## config.mk

```make
export PLATFORM = sky130hd
export DESIGN_NAME = wrs_top
export DESIGN_NICKNAME = d
export VERILOG_FILES = /design/src/rtl/wrs_pkg.sv /design/src/rtl/wrs_edge.sv /design/src/rtl/wrs_toggle.sv /design/src/rtl/wrs_settle.sv /design/src/rtl/wrs_top.sv
export SDC_FILE = /design/constraint.sdc
export NUM_CORES = 1
export LEC_CHECK = 0
export ABC_AREA = 0
export CORE_MARGIN = 2
export CORE_UTILIZATION = 39
export CTS_CLUSTER_DIAMETER = 50
export DETAILED_ROUTE_END_ITERATION = 8
export GPL_TIMING_DRIVEN = 0
export PLACE_DENSITY = 0.86
export SETUP_SLACK_MARGIN = 0.05
export SYNTH_ARGS = -nofsm -noshare
export SYNTH_HDL_FRONTEND = slang
export SYNTH_SLANG_ARGS = --single-unit
```

## constraint.sdc

```tcl
create_clock -name clk -period 2.9 [get_ports clk]
set_input_delay 0.58 -clock clk [delete_from_list [all_inputs] [get_ports clk]]
set_output_delay 0.58 -clock clk [all_outputs]
set_load 0.03 [all_outputs]
```

## src/rtl/wrs_pkg.sv

```systemverilog
package wrs_pkg;
  parameter int DATA_W = 8;
  localparam int POLL_BIT = DATA_W - 1;
  localparam int TOG_BIT  = DATA_W - 2;

  typedef logic [DATA_W-1:0] data_t;

  // Status byte during a busy cycle: inverted top bit of the last load
  // (forced low during erase), toggle bit below it, the rest zero.
  function automatic data_t busy_byte(data_t last, logic tog, logic erase);
    data_t r;
    r = '0;
    r[POLL_BIT] = erase ? 1'b0 : ~last[POLL_BIT];
    r[TOG_BIT]  = tog;
    return r;
  endfunction

  // Byte during the settling window: only the top bit is trustworthy.
  function automatic data_t settle_byte(data_t arr);
    data_t r;
    r = '0;
    r[POLL_BIT] = arr[POLL_BIT];
    return r;
  endfunction
endpackage

```

## src/rtl/wrs_edge.sv

```systemverilog
module wrs_edge (
  input  logic clk,
  input  logic rst_n,
  input  logic lvl,
  output logic q,
  output logic rise,
  output logic fall
);
  always_ff @(posedge clk or negedge rst_n) begin
    if (!rst_n) q <= 1'b0;
    else        q <= lvl;
  end
  assign rise = lvl & ~q;
  assign fall = ~lvl & q;
endmodule

```

## src/rtl/wrs_toggle.sv

```systemverilog
module wrs_toggle (
  input  logic clk,
  input  logic rst_n,
  input  logic busy,
  input  logic busy_rise,
  input  logic rd_end,
  output logic tog
);
  always_ff @(posedge clk or negedge rst_n) begin
    if (!rst_n)               tog <= 1'b1;
    else if (busy_rise)       tog <= 1'b1;
    else if (busy && rd_end)  tog <= ~tog;
  end
endmodule

```

## src/rtl/wrs_settle.sv

```systemverilog
module wrs_settle #(
  parameter int SETTLE_CYC = 50
) (
  input  logic clk,
  input  logic rst_n,
  input  logic busy,
  input  logic busy_fall,
  output logic settling
);
  localparam int CW = $clog2(SETTLE_CYC + 1);
  logic [CW-1:0] cnt;

  always_ff @(posedge clk or negedge rst_n) begin
    if (!rst_n)              cnt <= '0;
    else if (busy)           cnt <= '0;
    else if (busy_fall)      cnt <= CW'(SETTLE_CYC);
    else if (cnt != '0)      cnt <= cnt - CW'(1);
  end

  assign settling = ~busy & ((cnt != '0) | busy_fall);
endmodule

```

## src/rtl/wrs_top.sv

```systemverilog
module wrs_top
  import wrs_pkg::*;
#(
  parameter int SETTLE_CYC = 50
) (
  input  logic       clk,
  input  logic       rst_n,
  input  logic       busy_i,
  input  logic       erase_i,
  input  logic [7:0] last_byte_i,
  input  logic [7:0] array_i,
  input  logic       ce_n,
  input  logic       oe_n,
  output logic [7:0] dq_o,
  output logic       dq_oe
);
  logic rd_act, rd_q, rd_start, rd_end;
  logic busy_q, busy_rise, busy_fall;
  logic tog_q, settling;
  data_t sel;

  assign rd_act = ~ce_n & ~oe_n;

  wrs_edge u_rd_edge (
    .clk(clk), .rst_n(rst_n), .lvl(rd_act),
    .q(rd_q), .rise(rd_start), .fall(rd_end)
  );

  wrs_edge u_busy_edge (
    .clk(clk), .rst_n(rst_n), .lvl(busy_i),
    .q(busy_q), .rise(busy_rise), .fall(busy_fall)
  );

  wrs_toggle u_tog (
    .clk(clk), .rst_n(rst_n), .busy(busy_i),
    .busy_rise(busy_rise), .rd_end(rd_end), .tog(tog_q)
  );

  wrs_settle #(.SETTLE_CYC(SETTLE_CYC)) u_settle (
    .clk(clk), .rst_n(rst_n), .busy(busy_i),
    .busy_fall(busy_fall), .settling(settling)
  );

  always_comb begin
    if (busy_i)        sel = busy_byte(last_byte_i, tog_q, erase_i);
    else if (settling) sel = settle_byte(array_i);
    else               sel = array_i;
  end

  assign dq_o  = rd_act ? sel : '0;
  assign dq_oe = rd_act;

  logic unused_ok;
  assign unused_ok = rd_q ^ rd_start ^ busy_q;
endmodule

```

==> results.md <==
* RSZ-0062 raised after global routing: yes
* Crit path kind: flop to output pin
* Final count of hold timing violations at 0
* CTS clock-pin slew for the worst setup and hold paths at approximately 0.07 ns
* Yosys Warn Count at 0
* Worst-case vdd ir drop at between 0.3 and 0.4 mV
* Total core area at ~1300 um2
* Worst clock skew at ~0.0057 ns
* Maximum clock path buffer count at 2
* Final max-slew violation count at 0
* Largest net degree at the start of global routing at 10
* CP startpoint kind: flop
* Placed cell area at 788 um2
* Grt ovf at 0
* Syn Nets at 82
* Top FF cell, synth: dfrtp_1
* Power density over the cells at 431 nW/um2
* TNS Setup at 0 ns
* Crit-path max FO at 6
* Residual DRC at 0
* CTS Buf Count at 3
* Asr flop ratio synth at 100%
* WL final at approximately 1400 um
* Die Y at just over 40 um
* Area grow syn2layout at 55.5%
* Synth cell types at 29
* GRT met1 Usage at roughly a quarter
* Tcrit/Tclk final at between 90% and 100%
* Placement row count at 13
* Wire per inst at 13.7 um
* Worst EP arrival at 2.12 ns
* Utilization after layout at 64.4%
* NumNets Final at 110
* Slew @ Worst Pin at approximately 0.51 ns
* Max_cap viols at 0
* Worst Slack Setup Final at about 0.2 ns
* Mapped cell area at about 540 um2
* Final setup violation count at 0
* Met2 Use GR at 32.0%
* Boundary pin count at 31
* Die ar. at between 1500 and 2000 um2
* Die Span X at about 41 um
* Leak at between 0.3 and 0.4 nW
* CTS tree: yes
* GRT met3 Usage at around 6.5%
* H-tree levels at 1
* Number of DRC violations after detailed-routing iteration 0 at 17
* Worst hold slack at between 0.5 and 0.6 ns
* Placed insts at 96
* Global-route wire length before repair at 2190 um
* Post-route ant nets at 0
* Seq/Total Area, Yosys at 42.0%
* Max Clock Freq at between 300 and 400 MHz
* Syn Inst Count at 58
* Final GP Congestion at 0.744
* Min-Delay Path Depth at 1
* Min Tclk post-route at around 2.7 ns
* Clk sinks at 9
* Library cell used as clock root buffer: clkbuf_4
* Vias in the first global route at roughly 500
* Status: finished, final reports clean
* Initial DRT Pass Iterations at 3
* GRT Util Overall at 20.7%
* Via density at 5.55
* Max_slew headroom at between 60% and 70%
* Yosys reg bits at 9
* Fin cells at 100
* GRT busiest layer: met2
* Number of I/O port buffers at 23
* Via count at 555
* Finished Cell Area at around 840 um2
* Clk_lat worst skew at 0.27 ns
* Worst slack at placement at -0.259 ns
* Initial Util at 41.4%
* WP data required at approximately 2.3 ns
* Worst reg2reg path depth at 6
* Total power at around 0.36 mW
* Commonest non-fill, non-tap cell in the layout: clkdlybuf4s50_1
* Initial antenna violation count at 0
* Most frequent cells in the layout: 15 x clkdlybuf4s50_1, 8 x dfrtp_1, 7 x and2_1
* Hold WC Path Type: flop to flop
* Fraction of layout cells with a size suffix above 1 at 9.41%
* Number of synthesized flops with an enable pin at 0
* Synthesized area per cell at 9.30 um2
* Crit. End Element: output pin
* Detailed Place HPWL at between 900 and 1000 um
* Diodes inserted at 0
* # hold bufs at CTS at 0
-- layout make-up --
cell class	instances	area (um2)
fill	118	463
multi-input combinational	45	317
timing repair buffer	24	239
sequential	9	226
clock buffer	4	26.3
tap	15	18.8
inverter	3	11.3
-- layer usage --
| metal | vias up | share of wire (%) |
|---|---|---|
| met5 | - | 0 |
| met4 | 0 | 2.7 |
| met3 | 8 | 5.1 |
| met2 | 21 | 48 |
| met1 | 259 | 45 |
| li1 | 267 | - |
-- report_power, final --
group          total, mW  switching, mW  internal (mW)
sequential         0.152         0.0140          0.138
clock              0.103         0.0495         0.0533
combinational      0.106         0.0511         0.0549
total              0.361          0.115          0.246
-- cells by family after synthesis --
kind of cell,synth area share [%]
mux,1.86
buf+inv,2.78
compound gates,18.3
fa+ha+maj,4.64
simple gates,30.4
flops,42.0
-- worst paths after layout --
kind                                                    end  slack [ns]                   startpoint
worst max-delay path                                dq_o[4]        0.20  u_settle.cnt[0]$_DFFE_PN0P_
worst min-delay path                  u_tog.tog$_DFFE_PN1P_        0.52        u_tog.tog$_DFFE_PN1P_
worst max register to register  u_settle.cnt[1]$_DFFE_PN0P_        0.99  u_settle.cnt[0]$_DFFE_PN0P_
worst min register to register        u_tog.tog$_DFFE_PN1P_        0.52        u_tog.tog$_DFFE_PN1P_
max in group asynchronous             u_tog.tog$_DFFE_PN1P_        1.95                        rst_n
min in group asynchronous           u_busy_edge.q$_DFF_PN0_        0.62                        rst_n
-- registers in the layout, indices dropped and copies added, names as in the netlist --
register and flops:
u_settle.cnt 6, u_busy_edge.q 1, u_rd_edge.q 1, u_tog.tog 1
-- synthesized netlist by cell type (all sizes together) (2+ instances only) --
| master | count | area, um2 |
|---|---|---|
| a21boi | 2 | 15.0 |
| a21oi | 2 | 10.0 |
| and2 | 7 | 43.8 |
| dfrtp | 8 | 200 |
| ha | 2 | 25.0 |
| inv | 3 | 11.3 |
| nand2b | 3 | 18.8 |
| nor2 | 7 | 26.3 |
| nor4 | 2 | 12.5 |
| o21ai | 3 | 15.0 |
| or4 | 2 | 18.8 |
-- worst max-delay path: stages (launching register included) --
cell             delay [ns]
dfrtp_1                0.40
inv_1                  0.13
ha_1                   0.22
nor3b_4                0.29
and4_1                 0.31
and2_1                 0.15
clkdlybuf4s15_1        0.36
-- repair_timing --
action,4_1_cts,5_1_grt
resized for setup,11,7
buffers inserted,0,1
pin swaps,0,0
setup endpoints to repair,8,8
Power figures use the tool's default switching activity.
